## src/rtl/axbr_pkg.sv

```systemverilog
package axbr_pkg;
  localparam int HALF_W   = 16;
  localparam int WORD_W   = 2 * HALF_W;
  localparam int IDX_W    = 3;
  localparam int CMD_W    = 4;
  localparam int NUM_EV   = 5;
  localparam int EV_LSB   = 11;
  localparam int AVAIL_B  = 7;
  localparam int BUSY_B   = 6;
  localparam int INIT_B   = 5;
  localparam int STEP     = WORD_W / 8;

  localparam logic [IDX_W-1:0] IDX_STAT = 3'd0;
  localparam logic [IDX_W-1:0] IDX_CTRL = 3'd1;
  localparam logic [IDX_W-1:0] IDX_ALO  = 3'd2;
  localparam logic [IDX_W-1:0] IDX_AHI  = 3'd3;
  localparam logic [IDX_W-1:0] IDX_WLO  = 3'd4;
  localparam logic [IDX_W-1:0] IDX_WHI  = 3'd5;
  localparam logic [IDX_W-1:0] IDX_RLO  = 3'd6;
  localparam logic [IDX_W-1:0] IDX_RHI  = 3'd7;

  // event vector positions, offset by EV_LSB in the status word
  localparam int EV_IRQ = 0;
  localparam int EV_ERR = 1;
  localparam int EV_TO  = 2;
  localparam int EV_WR  = 3;
  localparam int EV_RD  = 4;

  // start codes occupy 4'b10xx: bit1 selects read, bit0 post-increment
  function automatic logic cmd_starts(input logic [CMD_W-1:0] c);
    return c[3:2] == 2'b10;
  endfunction

  function automatic logic [WORD_W-1:0] join_halves(input logic [HALF_W-1:0] hi,
                                                    input logic [HALF_W-1:0] lo);
    return {hi, lo};
  endfunction

  function automatic logic [WORD_W-1:0] advance_addr(input logic [WORD_W-1:0] a);
    return a + WORD_W'(STEP);
  endfunction

  function automatic logic resp_bad(input logic [1:0] r);
    return r != 2'b00;
  endfunction
endpackage

```

## src/rtl/axbr_regfile.sv

```systemverilog
module axbr_regfile
  import axbr_pkg::*;
(
  input  logic              clk,
  input  logic              rst_n,
  input  logic              host_wr_en,
  input  logic [IDX_W-1:0]  host_idx,
  input  logic [HALF_W-1:0] host_wdata,
  output logic [HALF_W-1:0] host_rdata,
  input  logic              ext_irq,
  input  logic              eng_busy,
  input  logic              eng_resp_fire,
  input  logic              eng_resp_err,
  input  logic              eng_to_fire,
  input  logic [WORD_W-1:0] eng_rdata,
  output logic              cmd_accept,
  output logic              cmd_is_wr,
  output logic [WORD_W-1:0] txn_addr,
  output logic [WORD_W-1:0] txn_wdata,
  output logic [NUM_EV-1:0] evt_q,
  output logic [NUM_EV-1:0] en_q
);
  logic [WORD_W-1:0] addr_q, wdata_q, rdata_q;
  logic [CMD_W-1:0]  cmd_q;
  logic              init_q, avail_q, inc_q, rd_q;
  logic              wr_stat, wr_ctrl, ok_done;
  logic [NUM_EV-1:0] ev_raw, ev_w1c;

  always_comb begin
    wr_stat    = host_wr_en && (host_idx == IDX_STAT);
    wr_ctrl    = host_wr_en && (host_idx == IDX_CTRL);
    cmd_accept = wr_ctrl && cmd_starts(host_wdata[CMD_W-1:0]) && !eng_busy;
    cmd_is_wr  = !host_wdata[1];
    ok_done    = eng_resp_fire && !eng_resp_err;
    ev_raw         = '0;
    ev_raw[EV_RD]  = ok_done && rd_q;
    ev_raw[EV_WR]  = ok_done && !rd_q;
    ev_raw[EV_TO]  = eng_to_fire;
    ev_raw[EV_ERR] = eng_resp_fire && eng_resp_err;
    ev_raw[EV_IRQ] = ext_irq;
    ev_w1c = wr_stat ? host_wdata[EV_LSB +: NUM_EV] : '0;
  end

  always_ff @(posedge clk) begin
    if (!rst_n) begin
      init_q  <= 1'b0;
      en_q    <= '0;
      cmd_q   <= '0;
      evt_q   <= '0;
      addr_q  <= '0;
      wdata_q <= '0;
      rdata_q <= '0;
      avail_q <= 1'b0;
      inc_q   <= 1'b0;
      rd_q    <= 1'b0;
    end else begin
      init_q <= 1'b1;
      evt_q  <= (evt_q & ~ev_w1c) | (ev_raw & en_q);
      if (wr_ctrl) begin
        en_q  <= host_wdata[EV_LSB +: NUM_EV];
        cmd_q <= host_wdata[CMD_W-1:0];
      end
      if (cmd_accept) begin
        inc_q   <= host_wdata[0];
        rd_q    <= host_wdata[1];
        avail_q <= 1'b0;
      end
      if (ok_done && inc_q) addr_q <= advance_addr(addr_q);
      if (ok_done && rd_q) begin
        rdata_q <= eng_rdata;
        avail_q <= 1'b1;
      end
      if (host_wr_en && host_idx == IDX_ALO) addr_q[HALF_W-1:0]       <= host_wdata;
      if (host_wr_en && host_idx == IDX_AHI) addr_q[WORD_W-1:HALF_W]  <= host_wdata;
      if (host_wr_en && host_idx == IDX_WLO) wdata_q[HALF_W-1:0]      <= host_wdata;
      if (host_wr_en && host_idx == IDX_WHI) wdata_q[WORD_W-1:HALF_W] <= host_wdata;
    end
  end

  always_comb begin
    host_rdata = '0;
    case (host_idx)
      IDX_STAT: begin
        host_rdata[EV_LSB +: NUM_EV] = evt_q;
        host_rdata[AVAIL_B]          = avail_q;
        host_rdata[BUSY_B]           = eng_busy;
        host_rdata[INIT_B]           = init_q;
      end
      IDX_CTRL: begin
        host_rdata[EV_LSB +: NUM_EV] = en_q;
        host_rdata[CMD_W-1:0]        = cmd_q;
      end
      IDX_ALO: host_rdata = addr_q[HALF_W-1:0];
      IDX_AHI: host_rdata = addr_q[WORD_W-1:HALF_W];
      IDX_WLO: host_rdata = wdata_q[HALF_W-1:0];
      IDX_WHI: host_rdata = wdata_q[WORD_W-1:HALF_W];
      IDX_RLO: host_rdata = rdata_q[HALF_W-1:0];
      default: host_rdata = rdata_q[WORD_W-1:HALF_W];
    endcase
  end

  assign txn_addr  = addr_q;
  assign txn_wdata = wdata_q;
endmodule

```

## src/rtl/axbr_axil_engine.sv

```systemverilog
module axbr_axil_engine
  import axbr_pkg::*;
#(
  parameter int CNT_W         = 16,
  parameter int TIMEOUT_LIMIT = 64
) (
  input  logic                clk,
  input  logic                rst_n,
  input  logic                start,
  input  logic                start_wr,
  input  logic [WORD_W-1:0]   start_addr,
  input  logic [WORD_W-1:0]   start_wdata,
  output logic                busy,
  output logic                resp_fire,
  output logic                resp_err,
  output logic                to_fire,
  output logic [WORD_W-1:0]   m_awaddr,
  output logic                m_awvalid,
  input  logic                m_awready,
  output logic [WORD_W-1:0]   m_wdata,
  output logic [WORD_W/8-1:0] m_wstrb,
  output logic                m_wvalid,
  input  logic                m_wready,
  input  logic [1:0]          m_bresp,
  input  logic                m_bvalid,
  output logic                m_bready,
  output logic [WORD_W-1:0]   m_araddr,
  output logic                m_arvalid,
  input  logic                m_arready,
  input  logic [1:0]          m_rresp,
  input  logic                m_rvalid,
  output logic                m_rready
);
  localparam logic [CNT_W-1:0] LAST_CNT = CNT_W'(TIMEOUT_LIMIT - 1);

  logic              busy_q, wr_q, aw_pend, w_pend, ar_pend;
  logic [WORD_W-1:0] addr_q, wdata_q;
  logic [CNT_W-1:0]  cnt_q;

  assign busy      = busy_q;
  assign m_awaddr  = addr_q;
  assign m_araddr  = addr_q;
  assign m_wdata   = wdata_q;
  assign m_wstrb   = '1;
  assign m_awvalid = aw_pend;
  assign m_wvalid  = w_pend;
  assign m_arvalid = ar_pend;
  assign m_bready  = busy_q && wr_q;
  assign m_rready  = busy_q && !wr_q;

  always_comb begin
    resp_fire = (m_bvalid && m_bready) || (m_rvalid && m_rready);
    resp_err  = wr_q ? resp_bad(m_bresp) : resp_bad(m_rresp);
    to_fire   = busy_q && !resp_fire && (cnt_q == LAST_CNT);
  end

  always_ff @(posedge clk) begin
    if (!rst_n) begin
      busy_q  <= 1'b0;
      wr_q    <= 1'b0;
      aw_pend <= 1'b0;
      w_pend  <= 1'b0;
      ar_pend <= 1'b0;
      addr_q  <= '0;
      wdata_q <= '0;
      cnt_q   <= '0;
    end else if (!busy_q) begin
      if (start) begin
        busy_q  <= 1'b1;
        wr_q    <= start_wr;
        aw_pend <= start_wr;
        w_pend  <= start_wr;
        ar_pend <= !start_wr;
        addr_q  <= start_addr;
        wdata_q <= start_wdata;
        cnt_q   <= '0;
      end
    end else if (resp_fire || to_fire) begin
      busy_q  <= 1'b0;
      aw_pend <= 1'b0;
      w_pend  <= 1'b0;
      ar_pend <= 1'b0;
    end else begin
      cnt_q <= cnt_q + 1'b1;
      if (aw_pend && m_awready) aw_pend <= 1'b0;
      if (w_pend && m_wready)   w_pend  <= 1'b0;
      if (ar_pend && m_arready) ar_pend <= 1'b0;
    end
  end
endmodule

```

## src/rtl/axbr_bridge.sv

```systemverilog
module axbr_bridge
  import axbr_pkg::*;
#(
  parameter int CNT_W         = 16,
  parameter int TIMEOUT_LIMIT = 64
) (
  input  logic        clk,
  input  logic        rst_n,
  input  logic        host_wr_en,
  input  logic [2:0]  host_idx,
  input  logic [15:0] host_wdata,
  output logic [15:0] host_rdata,
  input  logic        ext_irq,
  output logic [31:0] m_awaddr,
  output logic        m_awvalid,
  input  logic        m_awready,
  output logic [31:0] m_wdata,
  output logic [3:0]  m_wstrb,
  output logic        m_wvalid,
  input  logic        m_wready,
  input  logic [1:0]  m_bresp,
  input  logic        m_bvalid,
  output logic        m_bready,
  output logic [31:0] m_araddr,
  output logic        m_arvalid,
  input  logic        m_arready,
  input  logic [31:0] m_rdata,
  input  logic [1:0]  m_rresp,
  input  logic        m_rvalid,
  output logic        m_rready
);
  logic              eng_busy, resp_fire, resp_err, to_fire;
  logic              cmd_accept, cmd_is_wr;
  logic [WORD_W-1:0] txn_addr, txn_wdata;
  logic [NUM_EV-1:0] evt_q, en_q;

  axbr_regfile u_regs (
    .clk, .rst_n, .host_wr_en, .host_idx, .host_wdata, .host_rdata, .ext_irq,
    .eng_busy(eng_busy), .eng_resp_fire(resp_fire), .eng_resp_err(resp_err),
    .eng_to_fire(to_fire), .eng_rdata(m_rdata),
    .cmd_accept, .cmd_is_wr, .txn_addr, .txn_wdata, .evt_q, .en_q
  );

  axbr_axil_engine #(.CNT_W(CNT_W), .TIMEOUT_LIMIT(TIMEOUT_LIMIT)) u_eng (
    .clk, .rst_n,
    .start(cmd_accept), .start_wr(cmd_is_wr),
    .start_addr(txn_addr), .start_wdata(txn_wdata),
    .busy(eng_busy), .resp_fire, .resp_err, .to_fire,
    .m_awaddr, .m_awvalid, .m_awready, .m_wdata, .m_wstrb, .m_wvalid, .m_wready,
    .m_bresp, .m_bvalid, .m_bready, .m_araddr, .m_arvalid, .m_arready,
    .m_rresp, .m_rvalid, .m_rready
  );
endmodule

```

## config.mk

```make
export PLATFORM = sky130hd
export DESIGN_NAME = axbr_bridge
export DESIGN_NICKNAME = d
export VERILOG_FILES = /design/src/rtl/axbr_pkg.sv /design/src/rtl/axbr_regfile.sv /design/src/rtl/axbr_axil_engine.sv /design/src/rtl/axbr_bridge.sv
export SDC_FILE = /design/constraint.sdc
export NUM_CORES = 1
export LEC_CHECK = 0
export BUFFER_PORTS_ARGS = -buffer_cell sky130_fd_sc_hd__buf_4
export CELL_PAD_IN_SITES_DETAIL_PLACEMENT = 0
export CELL_PAD_IN_SITES_GLOBAL_PLACEMENT = 1
export CORE_ASPECT_RATIO = 0.5
export CORE_MARGIN = 4
export CORE_UTILIZATION = 30
export CTS_CLUSTER_SIZE = 8
export DETAILED_ROUTE_END_ITERATION = 12
export GPL_TIMING_DRIVEN = 0
export PLACE_DENSITY = 0.61
export RECOVER_POWER = 25
export SETUP_SLACK_MARGIN = 0.4
export SLEW_MARGIN = 0
export SYNTH_ARGS = -nofsm -noshare
export SYNTH_HDL_FRONTEND = slang
export SYNTH_SLANG_ARGS = --single-unit
export TNS_END_PERCENT = 30
```

## constraint.sdc

```tcl
create_clock -name clk -period 5.9 [get_ports clk]
set_input_delay 1.18 -clock clk [delete_from_list [all_inputs] [get_ports clk]]
set_output_delay 1.18 -clock clk [all_outputs]
set_load 0.1 [all_outputs]
```

==> Word-level counts from Yosys, hierarchy flattened <==
Index checks and enable logic that the tools add are counted.
W data, S select, Z words.
{ "totals": {"output_inout_bits": 121, "input_bits": 64, "elab_cells": 112, "reg_bits": 199} }
{ "op_classes": {"eq_ne": 12, "n_mux": 30, "n_bitwise": 5, "n_addsub": 2, "reduce_logical": 43} }
{ "op_table": {"columns": ["operator", "n"], "rows": [
  ["$mux W16", 5],
  ["$pmux W5 S7", 1],
  ["$add A32 B3 Y32 const B", 1],
  ["$mux W32", 1],
  ["$pmux W4 S7", 1],
  ["$logic_and A1 B1 Y1", 22],
  ["$pmux W3 S7", 1],
  ["$mux W1", 18],
  ["$pmux W3 S6", 1],
  ["$add A16 B1 Y16 const B", 1],
  ["$eq A16 B6 Y1 const B", 1],
  ["$reduce_bool A2 Y1", 6],
  ["$and A5 B5 Y5", 2],
  ["$reduce_and A2 Y1", 5],
  ["$eq A3 B3 Y1 const B", 3],
  ["$ne A3 B3 Y1 const B", 3],
  ["$eq A3 B2 Y1 const B", 2],
  ["$logic_not A1 Y1", 6],
  ["$pmux W1 S6", 1],
  ["$mux W5", 1],
  ["$not A5 Y5", 1],
  ["$or A5 B5 Y5", 1],
  ["$eq A3 B1 Y1 const B", 1],
  ["$logic_not A3 Y1", 1],
  ["5 further kinds", 6]
]} }

==> Longest topological paths before layout <==
{ "logic_depth": {"depth_word": 10, "mapped_depth": 8, "depth_no_buf": 6} }

==> Modules after synthesis <==
From an unflattened synthesis, not the netlist that was laid out.
{ "unflattened": {"hier_cells": 1174, "hier_area_um2": 9202.6} }
{ "modules_own_cells": {"columns": ["mod", "seq_area_each_um2", "cells_each", "area_per_inst_um2", "n_inst"], "rows": [
  ["axbr_regfile", 2282.2, 707, 5530.3, 1],
  ["axbr_axil_engine", 1701.6, 467, 3672.3, 1]
]} }

==> Worst setup path before layout <==
OpenSTA, ideal clock, no wires.
{ "synth_path": {"path_type": "input-to-output", "start": "input host_idx[1]", "end": "output host_rdata[7]", "setup_slack_ps": 202, "required_ps": 4720, "t_arrival_ps": 4518, "n_path_buf": 4, "path_stages": 6, "cell_sequence": "clkbuf_1 clkbuf_1 buf_2 clkbuf_1 a22oi_1 o21ai_0"} }
{ "synth_via": {"elab_chain_cells": 2, "elab_cells_between_ends": 8, "classes_between": "eq/ne: 6; mux: 1; reduce/logical: 1"} }
{ "synth_lines": {"columns": ["element", "line", "source"], "rows": [
  ["start: declaration", "axbr_bridge.sv:10", "input logic [2:0] host_idx,"],
  ["$eq A3 B3 Y1 (tied with other cells)", "axbr_regfile.sv:82", "case (host_idx)"],
  ["$pmux W3 S7 (*)", "axbr_regfile.sv:82", null],
  ["end: declaration", "axbr_bridge.sv:12", "output logic [15:0] host_rdata,"]
]} }
Every way passes the cells marked *; elsewhere a longest branch is shown, timed or not.

==> Worst setup path in the final report <==
{ "layout_path": {"start": "input host_idx[2]", "end": "output host_rdata[1]"} }
{ "layout_via": {"elab_chain_cells": 2, "elab_cells_between_ends": 8, "classes_between": "eq/ne: 6; mux: 1; reduce/logical: 1"} }
{ "layout_lines": {"columns": ["element", "line"], "rows": [
  ["$eq A3 B3 Y1 (tied with other cells)", "axbr_regfile.sv:82"],
  ["$pmux W4 S7 (*)", "axbr_regfile.sv:82"]
]} }
Marked as above.

==> flow_summary.json <==
{
  "synth_top_area_cell": "dfxtp_1",
  "synth_seq_cells": 199,
  "synthTopCellsByArea": "dfxtp_1 (44%), nand2_1 (14%), a21oi_1 (10%), o21ai_0 (3.7%), buf_4 (3.0%)",
  "fp.dieW_um": 254,
  "drt_iter0_drc": 887,
  "cts_setup_buffers": 0,
  "vias_per_cell": 5.16,
  "rsz0062_at_grt": "no",
  "coreArea_um2": 29300,
  "vias": 9201,
  "p_total_mw": 2.91,
  "ir_worst_vdd_mv": 0.224,
  "synth_top_flop_cell": "dfxtp_1",
  "port_buffers": 179,
  "route.detailed.drc": 0,
  "drt_pre_antenna_iters": 5,
  "reg2reg_slack_ns": 3.39,
  "worst_ep_required_time_ns": 4.72,
  "netlist_instances": 1176,
  "finalClockSkew_ns": 0.00841,
  "status": "complete, no violations",
  "tightest_slew_ns": 1.19,
  "root_buffer": "clkbuf_16",
  "n_fill_cell": 3194,
  "start_util_pct": 30.8,
  "insertion_delay_ns": 0.47,
  "antenna_found_initial": 5,
  "antenna_left": 0,
  "grt_first_pass_wirelength_mm": 56.1,
  "arrival_ns": 3.81,
  "grt_pass1_vias": 8761,
  "path_clk_slew_ns": 0.08,
  "crit_path_start": "host_idx[2]",
  "grt_start_max_net_pins": 18,
  "htreeDepth": 4,
  "cp_max_fo": 10,
  "cts_tree": "built",
  "io-pin-count": 185,
  "gr-usage-all-layers_pct": 23.0,
  "power.leakage_nw": 3.89,
  "final_nets": 1443,
  "mostFrequentLayoutCell": "nand2_1",
  "hold_path_class": "reg2reg",
  "drive_gt1_share_pct": 14.1,
  "cts_hold_buf": 0,
  "cts_resized": 0,
  "finalCritPeriodShare_pct": 84.5,
  "worst_setup_path_end_kind": "output port",
  "synth_top_area_share_pct": 44.1,
  "worstSetupPathType": "in2out",
  "num_rows": 44,
  "grt_overflow": 0,
  "maxCapViolCount": 0,
  "cts_buffer_depth": 2,
  "min_from": "u_regs.cmd_q[1]$_SDFFE_PN0N_",
  "synth_area_um2": 9040,
  "post_drt_wl_per_cell_um": 21.6,
  "powerDensity_nw_per_um2": 259,
  "die-area_um2": 33200,
  "fin_setup_tns_ns": 0,
  "seq_area_frac_synth_pct": 44.1,
  "startpoint_type": "input pin",
  "async_reset_ff_share_pct": 0,
  "synth.distinct_cells": 55,
  "die_h_um": 131,
  "place.gp.congestion": 0.965,
  "fin_crit_ns": 4.99,
  "area_delta_synth_final_pct": 23.9,
  "r2r-start": "u_eng.wr_q$_SDFFE_PN0P_",
  "setup_viol": 0,
  "postSynthAreaPerCell_um2": 7.69,
  "layout_common_cells": "nand2_1 (328), dfxtp_1 (199), a21oi_1 (185)",
  "dp_hpwl_mm": 30.0,
  "fmax_mhz": 201,
  "numCtsBuffers": 17,
  "slew_headroom_pct": 21.1,
  "finalWirelength_mm": 38.4,
  "yosys_warnings": 0,
  "synth_edf_count": 0,
  "clock-sinks": 199,
  "hold_violations": 0,
  "maxSlewViolCount": 0
}
## registers in the layout, summed over array words and instances, names as in the netlist, 5 cells and up
signal / count
u_eng.cnt_q: 16
u_eng.m_araddr: 32
u_eng.m_wdata: 32
u_regs.en_q: 5
u_regs.evt_q: 5
u_regs.rdata_q: 32
u_regs.txn_addr: 32
u_regs.txn_wdata: 32
## layout make-up
type                            instances  area, um2  area share (%)
Multi-Input combinational cell        849       4430            39.5
Sequential cell                       199       3980            35.6
Timing Repair Buffer                  179       1050            9.35
Buffer                                118        594            5.30
Tap cell                              391        489            4.37
Clock buffer                           19        443            3.95
Clock inverter                         13        170            1.52
Inverter                               13       48.8           0.435
Antenna cell                            1       2.50          0.0223
## critical path, cell delays in order
cell	delay (ns)
buf_4	0.09
clkbuf_1	0.51
buf_2	0.41
buf_1	0.51
mux2i_1	0.31
o22ai_1	0.11
a21oi_1	0.33
nor2_1	0.09
buf_4	0.24
## through the flow
stage / hold slack (ns) / utilization, % / instances / instance area [um2] / worst slack, ns
after CTS: 0.457 / 39.2 / 1781 / 11500 / 0.974
after global routing: 0.471 / 38.2 / 1781 / 11200 / 0.833
after floorplan: 0.429 / - / 1179 / 9050 / 0.427
after global placement: 0.444 / 37.1 / 1749 / 10900 / 0.954
after detailed placement: 0.445 / 37.1 / 1749 / 10900 / 0.970
final: 0.457 / 38.2 / 1782 / 11200 / 0.915
## cells by family after synthesis
family | share of synthesized area (%)
other | 0.0415
AO/OA/AOI/OAI | 18.5
multiplexers | 4.65
flip-flops | 44.1
buffers and inverters | 7.11
AND/OR/NAND/NOR | 23.4
XOR/XNOR | 1.94
adder cells (fa/ha/maj) | 0.277
## worst paths after layout
kind | cells past startpoint | endpoint
setup reg to reg | 7 | u_regs.rdata_q[15]$_SDFFE_PN0P_
hold reg to reg | 2 | u_regs.cmd_q[1]$_SDFFE_PN0N_
setup / recovery | 9 | host_rdata[1]
hold / removal | 2 | u_regs.cmd_q[1]$_SDFFE_PN0N_
## synth_stat cells (all sizes together), types with 2 or more instances
cell type  number
mux4            8
ha              2
nor4           14
dfxtp         199
and4            6
a21oi         185
o21a            4
a211o           2
and2            5
and3           11
a311oi          2
mux2i          15
o211ai          3
a31oi          12
mux2            8
o221ai          5
clkbuf         71
o22ai           4
nor3b           4
nand3          24
o31ai           4
or3             3
nor4bb          2
o21ai          66
a221oi          4
o2111a          2
nand2         328
xnor2          19
a22oi           7
or4             4
buf            47
nor2b           6
nor2           48
inv            13
nand4          13
nor3           15
## power breakdown
group	switching, mW	internal, mW	total (mW)
clock network	0.578	0.685	1.26
logic	0.189	0.0748	0.263
registers	0.0255	1.36	1.38
total	0.792	2.12	2.91
## layer usage
layer	GRT usage [%]	share of wire, %	vias up
li1	-	-	4413
met1	33.5	49	4454
met2	34.7	43	302
met3	5.95	7.6	30
met4	4.57	0.87	2
met5	0	0.034	-
Note: power is estimated with default switching activity, not from simulation.
